===== src/rtl/stepidx_pkg.sv =====
package stepidx_pkg;

    typedef enum logic {
        ST_LOAD = 1'b0,
        ST_WAIT = 1'b1
    } idx_state_e;

    // Saturating increment on a 32-bit container; the caller supplies the limit
    function automatic logic [31:0] sat_inc(input logic [31:0] val, input logic [31:0] lim);
        return (val >= lim) ? lim : val + 32'd1;
    endfunction

endpackage


===== src/rtl/stepidx_mul.sv =====
module stepidx_mul #(
    parameter int A_W = 16,
    parameter int B_W = 16,
    parameter int P_W = A_W + B_W
) (
    input  logic           clk,
    input  logic           rst,
    input  logic           start,
    input  logic [A_W-1:0] a,
    input  logic [B_W-1:0] b,
    output logic           busy,
    output logic           done,
    output logic [P_W-1:0] prod
);
    localparam int BN_W = $clog2(B_W + 1);

    logic [P_W-1:0]  mcand;
    logic [B_W-1:0]  mplier;
    logic [A_W-1:0]  a_q;
    logic [B_W-1:0]  b_q;
    logic [BN_W-1:0] bitn;

    always_ff @(posedge clk) begin
        if (rst) begin
            mcand  <= '0;
            mplier <= '0;
            a_q    <= '0;
            b_q    <= '0;
            bitn   <= '0;
            prod   <= '0;
            busy   <= 1'b0;
            done   <= 1'b0;
        end else begin
            done <= 1'b0;
            if (start && !busy) begin
                mcand  <= P_W'(a);
                mplier <= b;
                a_q    <= a;
                b_q    <= b;
                prod   <= '0;
                bitn   <= '0;
                busy   <= 1'b1;
            end else if (busy) begin
                if (mplier[0]) prod <= prod + mcand;
                mcand  <= mcand << 1;
                mplier <= mplier >> 1;
                bitn   <= bitn + 1'b1;
                if (bitn == BN_W'(B_W - 1)) begin
                    busy <= 1'b0;
                    done <= 1'b1;
                end
            end
        end
    end

    AST_MUL_RESULT: assert property (@(posedge clk) disable iff (rst)
        done |-> prod == (P_W'(a_q) * P_W'(b_q)));
    AST_ZERO_PRODUCT: assert property (@(posedge clk) disable iff (rst)
        (done && b_q == '0) |-> prod == '0);
    AST_ONE_MUL: assert property (@(posedge clk) disable iff (rst)
        done |-> !busy);

endmodule


===== src/rtl/stepidx_kcnt.sv =====
module stepidx_kcnt
    import stepidx_pkg::*;
#(
    parameter int CNT_W = 16
) (
    input  logic             clk,
    input  logic             rst,
    input  logic             clr,
    input  logic             adv,
    output logic [CNT_W-1:0] k
);
    localparam logic [CNT_W-1:0] KMAX = {CNT_W{1'b1}};

    always_ff @(posedge clk) begin
        if (rst || clr) k <= CNT_W'(1);
        else if (adv)   k <= CNT_W'(sat_inc(32'(k), 32'(KMAX)));
    end

    AST_K_SATURATE: assert property (@(posedge clk) disable iff (rst)
        (adv && !clr && k == KMAX) |=> k == KMAX);
    AST_K_NONZERO: assert property (@(posedge clk) disable iff (rst)
        k != '0);

endmodule


===== src/rtl/stepidx_top.sv =====
module stepidx_top
    import stepidx_pkg::*;
#(
    parameter int          VEL_W  = 16,
    parameter int          CNT_W  = 16,
    parameter int unsigned THRESH = 2500000
) (
    input  logic             clk,
    input  logic             rst,
    input  logic             enable_i,
    input  logic [VEL_W-1:0] vel_i,
    output logic             step_o,
    output logic             busy_o
);
    localparam int PROD_W = VEL_W + CNT_W;
    localparam logic [PROD_W-1:0] THR = PROD_W'(THRESH);

    idx_state_e        state;
    logic              start, hit;
    logic              mul_busy, mul_done;
    logic [PROD_W-1:0] mul_prod;
    logic [CNT_W-1:0]  k;

    assign start  = (state == ST_LOAD) && enable_i;
    assign hit    = mul_prod >= THR;
    assign busy_o = (state == ST_WAIT);

    stepidx_mul #(.A_W(CNT_W), .B_W(VEL_W), .P_W(PROD_W)) i_mul (
        .clk(clk), .rst(rst), .start(start), .a(k), .b(vel_i),
        .busy(mul_busy), .done(mul_done), .prod(mul_prod)
    );

    stepidx_kcnt #(.CNT_W(CNT_W)) i_kcnt (
        .clk(clk), .rst(rst),
        .clr(mul_done && hit), .adv(mul_done && !hit), .k(k)
    );

    always_ff @(posedge clk) begin
        if (rst) begin
            state  <= ST_LOAD;
            step_o <= 1'b0;
        end else begin
            step_o <= 1'b0;
            case (state)
                ST_LOAD: if (enable_i) state <= ST_WAIT;
                ST_WAIT: if (mul_done) begin
                    step_o <= hit;
                    state  <= ST_LOAD;
                end
                default: state <= ST_LOAD;
            endcase
        end
    end

    AST_STEP_SINGLE: assert property (@(posedge clk) disable iff (rst)
        step_o |=> !step_o);
    AST_STEP_AT_LOAD: assert property (@(posedge clk) disable iff (rst)
        step_o |-> !busy_o);
    AST_K_RESTART: assert property (@(posedge clk) disable iff (rst)
        step_o |-> k == CNT_W'(1));
    AST_ENABLE_LOW: assert property (@(posedge clk) disable iff (rst)
        (state == ST_LOAD && !enable_i) |=> (!busy_o && !step_o));
    AST_BUSY_COVER: assert property (@(posedge clk) disable iff (rst)
        mul_busy |-> busy_o);

endmodule


===== config.mk =====
export PLATFORM = sky130hd
export DESIGN_NAME = stepidx_top
export DESIGN_NICKNAME = d
export VERILOG_FILES = /design/src/rtl/stepidx_pkg.sv /design/src/rtl/stepidx_mul.sv /design/src/rtl/stepidx_kcnt.sv /design/src/rtl/stepidx_top.sv
export SDC_FILE = /design/constraint.sdc
export NUM_CORES = 1
export LEC_CHECK = 0
export ABC_CLOCK_PERIOD_IN_PS = 2750
export BUFFER_PORTS_ARGS = -buffer_cell sky130_fd_sc_hd__buf_4
export CORE_MARGIN = 2
export CORE_UTILIZATION = 50
export DETAILED_ROUTE_END_ITERATION = 10
export PLACE_DENSITY_LB_ADDON = 0.12
export SYNTH_ARGS = -nofsm -noshare
export SYNTH_HDL_FRONTEND = slang
export SYNTH_SLANG_ARGS = --single-unit
export TNS_END_PERCENT = 100

===== constraint.sdc =====
create_clock -name clk -period 2.75 [get_ports clk]
set_input_delay 0.1375 -clock clk [delete_from_list [all_inputs] [get_ports clk]]
set_output_delay 0.1375 -clock clk [all_outputs]
set_load 0.02 [all_outputs]

==> results of run 1 <==
-- Yosys cell counts (9+ instances only) --
cell,number
sky130_fd_sc_hd__dfxtp_1,105
sky130_fd_sc_hd__nand2_1,132
sky130_fd_sc_hd__xor2_1,10
sky130_fd_sc_hd__ha_1,34
sky130_fd_sc_hd__nand4_1,12
sky130_fd_sc_hd__inv_1,17
sky130_fd_sc_hd__nor3_1,17
sky130_fd_sc_hd__buf_1,9
sky130_fd_sc_hd__clkbuf_1,37
sky130_fd_sc_hd__nor2_1,74
sky130_fd_sc_hd__o21ai_0,25
sky130_fd_sc_hd__nand3_1,23
sky130_fd_sc_hd__xnor2_1,10
sky130_fd_sc_hd__a21oi_1,123
sky130_fd_sc_hd__mux2i_1,29
sky130_fd_sc_hd__a21o_1,11
-- through the flow --
step                      worst slack [ns]  TNS (ns)  power (mW)
final                               0.0742         0        3.01
after global placement              -0.113    -0.291        1.80
after global routing               0.00600         0        3.14
after floorplan                      0.107         0        1.74
after CTS                           0.0182         0        3.05
after detailed placement            -0.238    -0.831        1.81
-- logic make-up (layout without fill, tap and decap cells) --
group / count (synthesis) / count (layout) / synth area share (%)
multiplexers: 29 / 29 / 4.82
adder cells (fa/ha/maj): 35 / 35 / 7.40
XOR/XNOR: 20 / 20 / 2.91
buffers and inverters: 64 / 73 / 4.01
AO/OA/AOI/OAI: 215 / 215 / 21.7
flip-flops: 105 / 105 / 34.9
AND/OR/NAND/NOR: 315 / 315 / 24.2
-- path summary, 6_finish.rpt --
path	start	to	slack, ns	depth (start not counted)
worst max-delay path	i_mul.mcand[0]	i_mul.prod[28]	0.07	10
worst min-delay path	vel_i[15]	i_mul.mplier[15]	0.07	3
worst max register to register	i_mul.mcand[0]	i_mul.prod[28]	0.07	10
worst min register to register	i_mul.prod[0]	i_mul.prod[0]	0.46	2
-- worst max-delay path, cell delays in order (launching register included) --
cell and delay (ns):
sky130_fd_sc_hd__dfxtp_1 0.32, sky130_fd_sc_hd__ha_2 0.20, sky130_fd_sc_hd__fa_2 0.42, sky130_fd_sc_hd__a21oi_4 0.16, sky130_fd_sc_hd__o211ai_1 0.14, sky130_fd_sc_hd__a22o_2 0.30, sky130_fd_sc_hd__a41o_1 0.21, sky130_fd_sc_hd__a311o_2 0.36
sky130_fd_sc_hd__a211oi_2 0.23, sky130_fd_sc_hd__or4_1 0.14, sky130_fd_sc_hd__nand3_1 0.06
-- metal layers --
layer	GRT usage, %	up-vias
met2	40.8	114
met1	27.9	2595
met5	0	-
met3	5.58	31
met4	7.97	0
li1	-	2792
-- sequential cells by signal, summed over array words and instances, names as in the netlist --
| name | cells |
|---|---|
| i_mul.mcand | 32 |
| i_mul.prod | 32 |
| i_kcnt.k | 16 |
| i_mul.mplier | 16 |
| i_mul.bitn | 5 |
| busy_o | 1 |
| i_mul.busy | 1 |
| i_mul.done | 1 |
| step_o | 1 |
-- area by class of cell --
type | count | share of cell area (%)
Clock buffer | 11 | 3.65
Timing Repair Buffer | 40 | 4.70
Tap cell | 147 | 2.76
Sequential cell | 105 | 31.6
Inverter | 17 | 0.958
Multi-Input combinational cell | 614 | 55.7
Clock inverter | 5 | 0.582
-- power by group through the flow --
| stage | logic (mW) | clock network, mW | registers [mW] |
|---|---|---|---|
| finish | 0.207 | 1.24 | 1.56 |
| global route | 0.232 | 1.34 | 1.57 |
| CTS | 0.210 | 1.28 | 1.56 |
| detailed placement | 0.209 | 0 | 1.60 |
| global placement | 0.205 | 0 | 1.60 |
| floorplan | 0.147 | 0 | 1.59 |
-- repair_timing --
item	4_1_cts	5_1_grt
pin swaps	4	6
gates resized for setup	6	5
setup endpoints to repair	6	7
buffers inserted	0	1
==> results.md, run 1 <==
Synth:
- The share of flip-flops with an asynchronous set or reset is 0%.
- In the post-synthesis netlist, the biggest area contributors are sky130_fd_sc_hd__dfxtp_1, sky130_fd_sc_hd__a21oi_1, sky130_fd_sc_hd__nand2_1.
- The flip-flop and latch count after synthesis is 105.
- The synthesized area per cell is 7.69 um^2.
- After synthesis, flip-flops and latches occupy 34.9% of the total area.
- The top-area cell type share of the netlist area is a little over a third.
- In the synthesized netlist, the number of instances is between 700 and 800.
- The netlist uses 61 different library cells.
- In this run, synthesis inferred 0 flip-flops with an integrated enable.
- The cell area after synthesis is 0.00602 mm^2.
- The largest total area in the synthesized netlist belongs to sky130_fd_sc_hd__dfxtp_1.
- The Yosys step of the flow raised 0 warnings.
- The number of nets in the synthesized netlist is 837.
- The primary flip-flop cell chosen by synthesis mapping is sky130_fd_sc_hd__dfxtp_1.

Clock tree:
- At the later pin of the worst-skew pair, clock insertion delay measures 0.36 ns.
- TritonCTS built the clock tree.
- CTS built an H-tree with a depth of 3.
- The clock buffer count from CTS is 9.
- Clock-pin slew was measured on the worst setup and hold paths at 0.07 ns.
- The clock tree root buffer cell is sky130_fd_sc_hd__clkbuf_16.
- The total number of clock tree sinks is 105.
- Hold repair after CTS inserted 0 buffers.
- The deepest clock path buffer count is 2.

Final layout:
- The multi-input combinational cells in the finished layout cover a total of 0.00371 mm^2.
- The utilization after layout is 56.1%.
- For this run, the post-layout net count is 841.
- The ratio of cells with drive above 1 in the final layout is 9.85%.
- 0 antenna diodes ended up in the layout.
- The non-filler instance count after layout is 939.
- The sequential cells in the finished layout cover a total of approximately 0.0021 mm^2.
- The finished cells cover 0.00666 mm^2.
- The library cells used most frequently in the layout, excluding fill and tap cells, are sky130_fd_sc_hd__nand2_1, sky130_fd_sc_hd__a21oi_1, sky130_fd_sc_hd__dfxtp_1, sky130_fd_sc_hd__nor2_1, sky130_fd_sc_hd__buf_4.
- The most common cell after layout, fill and taps aside is sky130_fd_sc_hd__nand2_1.
- The area added between synthesis and finish is 10.6%.
- The number of filler instances in the final layout is roughly 1100.

Timing:
- The clock period could shrink to between 2 and 3 ns.
- Setup repair after global routing left no endpoint under its margin.
- Setup violations remaining at the end of the flow were counted as 0.
- The portion of the clock cycle consumed by the worst path in the final layout is around 97%.
- For the pin with the worst max-slew slack, the measured transition is 0.651 ns.
- Derived from the worst setup path, the maximum achievable clock frequency is 0.374 GHz.
- The max-slew violation count is 0.
- The worst clock skew is roughly 0.011 ns.
- The final-report hold violation count came to 0.
- In this run the tightest slew margin relative to its limit is 56.4%.
- The tightest hold margin is approximately 0.071 ns.

Route:
- Before antenna repair, the detailed router went through 5 iterations.
- For this block, the via count after detailed routing is 5532.
- The highest metal layer with signal wires is met4.
- The detailed router finished its first iteration with 322 violations.
- The wire length on met3 is 596 um.
- After detailed routing, the average wire length per cell comes to about 15 um.
- The detailed-routed wire length on met2 is 6980 um.
- For this block, wires on met1 add up to 6450 um.
- Dividing the detail-routed via count by the number of cells gives 5.89.
- The remaining number of nets flagged by the antenna check after routing is 0.
- Summed over all layers, the routed wires come to 14400 um.
- In the routed design, unresolved DRC markers number 0.

Pwr:
- Per report_power, the clock group accounts for around 41% of the total.
- The design internal power is ~2.3 mW.
- The fraction of power consumed by sequential logic is roughly half.
- The net switching share of the total power is 24.9%.
- The power per unit of standard cell area is 453 mW/mm^2.
- The analysis attributes to cell leakage a power of 2.73 nW.
- The switching power total is 751 uW.
- The combinational power share is roughly 6.9%.
- The worst ir drop on vdd is roughly 0.33 mV.

Hold path:
- The worst hold path belongs to the class in -> reg.

Global routing:
- The via count of the first global-routing pass is 5263.
- The initial antenna violation count is 0.
- The first-pass GRT wire length is 24500 um.
- Entering global routing, the biggest net connects 55 pins.
- The total global routing track utilization is 23.3%.
- For this run the aggregate overflow at the end of global routing stands at 0.

Worst setup path:
- At the worst endpoint, the required time is 2.99 ns.
- The sort of element at the start of the critical path is a flip-flop.
- The endpoint type of the worst setup path is a flip-flop.
- The critical path is of the reg -> reg type.
- STA puts the critical path data arrival time at ~2.9 ns.
- The critical-path maximum fanout is 4.

Outcome:
- The run finished with clean final reports.

Floorplan:
- The total area inside the core boundary comes to approximately 0.012 mm^2.
- The number of ports placed on the die boundary is 21.
- The number of core rows is 40.
- The area of the die is around 0.013 mm^2.
- Once the floorplan was initialized, standard cells occupied 50.7% of the core.
- The horizontal die dimension is 114 um.
- The vertical die dimension is 114 um.

Place:
- The congestion estimate from routability-driven global placement came to 0.887.
- The count of buffers from port buffering is 20.
- The HPWL after detailed placement is 10100 um.
- In this run, placement finished with an instance count of 922.
- The instance area after placement is between 0.006 and 0.007 mm^2.

Job:
- Across the run, the number of max-cap violations was 0.
(Power assumes the default switching activity.)
==> run 2: changes to the inputs <==
--- a/config.mk
+++ b/config.mk
@@ -12,2 +12,3 @@
 export DETAILED_ROUTE_END_ITERATION = 10
+export MAX_ROUTING_LAYER = met4
 export PLACE_DENSITY_LB_ADDON = 0.12
==> constraint.sdc (replaced) <==
create_clock -name clk -period 2.75 [get_ports clk]
set_input_delay 0.55 -clock clk [delete_from_list [all_inputs] [get_ports clk]]
set_output_delay 0.55 -clock clk [all_outputs]
set_load 0.02 [all_outputs]
==> results.md, run 2 (synthesis results as in run 1) <==
Outcome:
- The flow ran to the end, and the final reports show no timing, DRC or antenna violations.

Timing:
- The max-slew violation count is 0.
- The worst clock skew is 0.00747 ns.
- The worst slew margin relative to its limit is 38.9%.
- The final-report hold violation count came to 0.
- For the pin with the worst max-slew slack, the measured transition is 0.916 ns.
- Derived from the worst setup path, the maximum achievable clock frequency is around 0.38 GHz.
- Setup repair after global routing could not meet its margin everywhere.
- The worst path needs 2.65 ns of the cycle, external delays included.
- The portion of the clock cycle consumed by the worst path in the final layout is 96.3%.
- The total of endpoints with negative setup slack in the final report is 0.

Pwr:
- Dividing total power by cell area gives a power density of between 400 and 500 mW/mm^2.
- The share of total power dissipated in the clock network is 41.4%.
- The total power is 3.02 mW.
- The design internal power is 2.28 mW.
- The worst-case IR drop observed on VDD is 0.319 mV.
- The switching power total is approximately 730 uW.
- The total leakage power is between 2 and 3 nW.
- In this run, flip-flops and latches consume 51.6% of the power.
- The combinational power share is under 10%.
- The net switching share of the total power is 24.4%.

Clock tree:
- After clock tree synthesis, the flow added hold-fix buffers numbering 0.
- Clock tree synthesis selected as its root buffer the cell sky130_fd_sc_hd__clkbuf_16.
- The clock net in this run drives a total of 105 sinks.
- Clock tree synthesis inserted a total of 9 buffers.
- The latest clock arrival within the worst-skew pair is 0.35 ns.
- The clock slew seen by the registers of the worst setup and hold paths is 0.07 ns.
- The maximum level of the CTS H-tree is 3.
- Counting along the longest clock path gives a buffer depth of 2.
- TritonCTS built the clock tree.

Route:
- The first-pass detailed-route iteration total is 5.
- The first routing iteration left between 300 and 400 violations.
- The count of nets left with antenna violations once routing finished came out at 0.
- Dividing the detail-routed via count by the number of cells gives between 5 and 6.
- In the routed design, unresolved DRC markers number 0.
- The wire length reported by the detailed router is between 10000 and 15000 um.
- The routed via count is 5515.
- The wire length per cell after detailed routing is roughly 15 um.

Final layout:
- From synthesis to final layout, the design area changed by 10.9%.
- The most common cell after layout, fill and taps aside is sky130_fd_sc_hd__nand2_1.
- In the final layout, the registers with the most flip-flops are i_mul.mcand (32), i_mul.prod (32).
- The diode insertion count for antenna repair is 0.
- At the end of the flow, the number of nets in the layout was between 800 and 900.
- The area of combinational cells with multiple inputs is between 0.003 and 0.004 mm^2.
- After routing the design area is roughly 0.0067 mm^2.
- In the final layout, the share of cells above drive strength 1 is 10.4%.
- The number of filler instances in the final layout is 1137.
- The utilization after layout is 56.3%.
- The top cell types in the final layout, fill and taps aside, are sky130_fd_sc_hd__nand2_1, sky130_fd_sc_hd__a21oi_1, sky130_fd_sc_hd__dfxtp_1, sky130_fd_sc_hd__nor2_1, sky130_fd_sc_hd__buf_4.
- The total area of sequential cells is 0.00211 mm^2.

Worst setup path:
- The depth of the most critical reg-to-reg path is 11.
- STA classifies the critical path endpoint as a flip-flop.
- The family with the most delay on the worst path is compound AO/OA/AOI/OAI gates.
- STA puts the critical path data arrival time at 2.89 ns.
- The sort of element at the start of the critical path is a flip-flop.
- The worst stage delay on the critical path is 0.43 ns.
- The critical register-to-register path startpoint is i_mul.prod[0].
- The worst reg-to-reg setup slack is 0.10 ns.
- The largest individual stage delay along the critical path comes from the cell sky130_fd_sc_hd__a311o_2.
- The most frequent cell on the critical path is sky130_fd_sc_hd__a21oi_2.
- In this run the worst path has a maximum fanout of 3.
- Traced cell by cell, the critical path runs through ha_4 -> fa_2 -> a21oi_2 -> o211ai_1 -> a22o_1 -> a41o_1 -> a311o_2 -> buf_6 -> a21oi_2 -> o21ai_1 -> o211a_1.
- The worst setup path startpoint is i_mul.prod[0].
- The critical register-to-register path endpoint is i_mul.prod[20].
- For the worst setup path, the data required time is 2.99 ns.
- The number of buffer and inverter stages on the critical path is 1.
- The worst setup path category is reg -> reg.

Floorplan:
- Row generation in the floorplan step produced 40 rows.
- The core region is 0.0119 mm^2.
- Measured along the x axis, the die boundary spans about 110 um.
- The number of ports placed on the die boundary is 21.
- The floorplan step defined a die boundary enclosing 0.0129 mm^2.
- For this configuration, the core starts out at a cell density of about half.
- The vertical die dimension is 114 um.

Place:
- Detailed placement ended at an HPWL of 9850 um.
- The instance area after placement is 0.00630 mm^2.
- The global placer's final weighted congestion is 0.847.
- The count of buffers from port buffering is 20.

Hold path:
- The worst-case hold path end point is i_mul.prod[3].
- The worst min-delay path startpoint is i_mul.prod[3].
- Counting instances, the worst hold path has a depth of 2.
- The worst hold path belongs to the class reg -> reg.

Global routing:
- The via count of the first global-routing pass is 5157.
- For this run the aggregate overflow at the end of global routing stands at 0.
- In the global route stage, overall resource usage came out at 23.5%.
- Entering global routing, the biggest net connects 87 pins.
- The first global-routing pass estimated 24100 um of wire.
- The initial antenna violation count came to 0.

Job:
- Across the run, the number of max-cap violations was 0.
[run 2: what timing repair did]
item | in CTS | in global routing
setup endpoints to repair | 7 | 8
gates resized for setup | 4 | 11
buffers inserted | 1 | 3
pin swaps | 4 | 10
[run 2: final cells by class]
type | count | area share [%]
inverter | 17 | 0.956
tap | 147 | 2.76
multi-input combinational | 614 | 55.8
timing repair buffer | 40 | 4.56
sequential | 105 | 31.6
clock inverter | 5 | 0.563
clock buffer | 11 | 3.79
[run 2: how the worst max path moves through the flow]
| stage | to | slack [ns] | cells past startpoint |
|---|---|---|---|
| after global placement | i_mul.prod[26] | -0.05 | 10 |
| after floorplan | i_mul.prod[28] | 0.11 | 10 |
| after global routing | i_mul.prod[20] | -0.03 | 11 |
| after CTS | i_mul.prod[20] | -0.01 | 11 |
| final | i_mul.prod[20] | 0.10 | 11 |
| after detailed placement | i_mul.prod[20] | -0.11 | 11 |
[run 2: metrics by stage]
step	cells	setup WS (ns)	hold WS, ns	TNS (ns)
final	939	0.101	0.459	0
after global routing	939	-0.0339	0.485	-0.0565
after CTS	936	-0.0103	0.456	-0.0103
after detailed placement	919	-0.109	0.452	-0.396
after global placement	919	-0.0517	0.445	-0.160
after floorplan	783	0.107	0.436	0
[run 2: power groups by stage]
stage               logic (mW)  clock network (mW)  registers [mW]
floorplan                0.147                   0            1.59
detailed placement       0.210                   0            1.59
global route             0.236                1.35            1.56
CTS                      0.210                1.29            1.56
global placement         0.205                   0            1.59
finish                   0.209                1.25            1.56
[run 2: worst register-to-register path: stages, from the launching register on]
cell and delay, ns:
sky130_fd_sc_hd__dfxtp_2 0.34, sky130_fd_sc_hd__ha_4 0.16, sky130_fd_sc_hd__fa_2 0.37, sky130_fd_sc_hd__a21oi_2 0.14, sky130_fd_sc_hd__o211ai_1 0.15, sky130_fd_sc_hd__a22o_1 0.26, sky130_fd_sc_hd__a41o_1 0.21, sky130_fd_sc_hd__a311o_2 0.43
sky130_fd_sc_hd__buf_6 0.13, sky130_fd_sc_hd__a21oi_2 0.10, sky130_fd_sc_hd__o21ai_1 0.09, sky130_fd_sc_hd__o211a_1 0.15
[run 2: per-layer routing]
layer | track usage, % | vias to the layer above | wire length, um
met4 | 8.46 | 0 | 232
met1 | 30.0 | 2595 | 6680
met5 | - | - | 0
met3 | 3.03 | 20 | 527
li1 | - | 2790 | -
met2 | 38.4 | 110 | 6690
==> run 3: changes to the inputs <==
CAP_MARGIN = 20   (was unset)
RECOVER_POWER = 50   (was unset)
==> results.md, run 3 (synthesis results as in run 1) <==
Route:
- After detailed routing, the number of vias per cell comes to 5.88.
- The routed layout has 5517 vias.
- In the routed design, unresolved DRC markers number 0.
- In this run the remaining antenna-violating nets after routing total 0.
- After detailed routing, the total wire length is 14100 um.
- The first routing iteration left 321 violations.
- The wire length per cell after detailed routing is 15.0 um.
- The pre-antenna-repair detailed-routing pass consisted of 5 iterations.

Pwr:
- Across the VDD grid, the largest voltage drop is around 0.32 mV.
- The total leakage power is 2.71 nW.
- In this run the power density over the cells is 453 mW/mm^2.
- The total power is 3.01 mW.

Clock tree:
- The clock tree root buffer cell is sky130_fd_sc_hd__clkbuf_16.
- The H-tree was split into 3 levels.
- TritonCTS built the clock tree.
- The deepest clock path buffer count is 2.
- Counting the buffers created by CTS gives 9.
- The clock slew seen by the registers of the worst setup and hold paths is 0.07 ns.
- The latest clock arrival within the worst-skew pair is 0.35 ns.
- The total number of clock tree sinks is 105.
- After clock tree synthesis, the flow added hold-fix buffers numbering 0.

Global routing:
- The first-pass GRT wire length is 24100 um.
- The initial antenna violation count is 0.
- The via count of the first global-routing pass is 5157.
- Global routing consumed, over all layers together, 23.5% of the routing resources.
- Entering global routing, the biggest net connects 87 pins.
- Summed over all layers, the global routing overflow is 0.

Worst setup path:
- The sort of element at the start of the critical path is a flip-flop.
- The critical register-to-register path startpoint is i_mul.prod[0].
- The worst setup path category is reg -> reg.
- The endpoint type of the worst setup path is a flip-flop.
- The critical path data arrival time is around 2.9 ns.
- Of all nets on the critical path, the largest fanout is 3.
- STA puts the critical path data required time at 2.99 ns.
- Tracing the worst setup path back leads to its startpoint at i_mul.prod[0].

Floorplan:
- The die is roughly 110 um wide.
- The number of ports placed on the die boundary is 21.
- The effective utilization at floorplan is 50.7%.
- The vertical die dimension is around 110 um.
- The area of the core region is 0.0119 mm^2.
- The number of core rows is 40.
- The die covers ~0.013 mm^2.

Timing:
- The final-report hold violation count came to 0.
- The tightest hold margin is around 0.46 ns.
- The total of endpoints with negative setup slack in the final report is 0.
- The slew at the pin with the worst max-slew slack is 1.80 ns.
- The setup slack after layout is 0.102 ns.
- The max-slew violation count was 87.
- Measured against its own limit, the worst slew margin works out to -19.8%.
- Based on the critical path, the design can be clocked at up to 0.378 GHz.
- The worst clock skew is 0.00790 ns.
- Setup repair after global routing could not meet its margin everywhere.
- The routed design could run at a clock period as short as 2.65 ns.
- The portion of the clock cycle consumed by the worst path in the final layout is 96.3%.

Final layout:
- The largest registers in the layout are i_mul.mcand (32), i_mul.prod (32).
- The most common cell after layout, fill and taps aside is sky130_fd_sc_hd__nand2_1.
- The area added between synthesis and finish is 10.6%.
- Leaving out fill and tap cells, the most frequent cells in the layout are sky130_fd_sc_hd__nand2_1, sky130_fd_sc_hd__a21oi_1, sky130_fd_sc_hd__dfxtp_1, sky130_fd_sc_hd__nor2_1, sky130_fd_sc_hd__buf_4.
- The area of combinational cells with multiple inputs is 0.00372 mm^2.
- The diode insertion count for antenna repair is 0.
- The finished cells cover 0.00666 mm^2.
- The count of nets after finishing is 841.
- The layout has 1140 filler cells.
- The ratio of cells with drive above 1 in the final layout is 9.97%.
- Across the whole layout, storage elements account for about 0.0021 mm^2.

Hold path:
- The worst hold path begins at i_mul.prod[3].
- The type of the tightest min-delay check is reg -> reg.

Place:
- The global placer's final weighted congestion is 0.847.
- During placement, the flow inserted port buffers numbering 20.
- The HPWL after detailed placement is between 9000 and 10000 um.
- The instance area after placement is 0.00630 mm^2.
- Prior to clock tree synthesis, the placed netlist has a worst setup slack of -0.109 ns.

Job:
- Max-cap violations in this run came to 1.

Outcome:
- The checks that failed: max-capacitance violations, max-slew violations.
- The run finished, with violations left.
-- run 3: changes by cell type in the layout (fill, tap and decap cells not counted) --
cell                       change
sky130_fd_sc_hd__dfxtp_4       -1
sky130_fd_sc_hd__clkbuf_2      +1
sky130_fd_sc_hd__dfxtp_1       +1
sky130_fd_sc_hd__clkbuf_1      +2
sky130_fd_sc_hd__buf_4         -3
-- run 3: per-stage QoR --
stage | utilization, % | std cells | setup TNS [ns]
2_1_floorplan | - | 783 | 0
3_3_place_gp | 53.1 | 919 | -0.160
3_5_place_dp | 53.1 | 919 | -0.396
4_1_cts | 55.7 | 936 | -0.0103
5_1_grt | 56.1 | 939 | -0.0565
6_report | 56.1 | 939 | 0
-- run 3: final timing paths --
| kind | endpoint | cells after the start | slack, ns |
|---|---|---|---|
| setup / recovery | i_mul.prod[20] | 11 | 0.10 |
| hold / removal | i_mul.prod[3] | 2 | 0.46 |
| setup reg to reg | i_mul.prod[20] | 11 | 0.10 |
| hold reg to reg | i_mul.prod[3] | 2 | 0.46 |
-- run 3: power breakdown --
| part | leakage [nW] | switching, mW | internal [mW] |
|---|---|---|---|
| registers | 0.849 | 0.0143 | 1.54 |
| logic | 1.73 | 0.137 | 0.0729 |
| clock network | 0.138 | 0.581 | 0.667 |
-- run 3: timing repair --
| item | in CTS | in global routing |
|---|---|---|
| resized for setup | 4 | 11 |
| buffers inserted | 1 | 3 |
| pin swaps | 4 | 10 |
| setup endpoints to repair | 7 | 8 |
-- run 3: layer usage --
layer  track usage (%)  vias up  wire length (um)
met5                 -        -                 0
met4              8.46        0               259
met3              3.03       20               545
met1              30.0     2588              6660
li1                  -     2792                 -
met2              38.4      117              6670
-- run 3: cell type report --
cell class | count | area share [%]
multi-input cells | 614 | 55.9
flip-flops and latches | 105 | 31.6
repair buffers | 40 | 4.42
clock buffers | 11 | 3.80
well taps | 147 | 2.76
inverters | 17 | 0.958
clock inverters | 5 | 0.564
-- run 3: critical path, cell delays in order (launching register included) --
cell and delay, ns:
sky130_fd_sc_hd__dfxtp_2 0.34, sky130_fd_sc_hd__ha_4 0.16, sky130_fd_sc_hd__fa_2 0.37, sky130_fd_sc_hd__a21oi_2 0.14, sky130_fd_sc_hd__o211ai_1 0.15, sky130_fd_sc_hd__a22o_1 0.26
sky130_fd_sc_hd__a41o_1 0.21, sky130_fd_sc_hd__a311o_2 0.43, sky130_fd_sc_hd__buf_6 0.13, sky130_fd_sc_hd__a21oi_2 0.10, sky130_fd_sc_hd__o21ai_1 0.09, sky130_fd_sc_hd__o211a_1 0.15
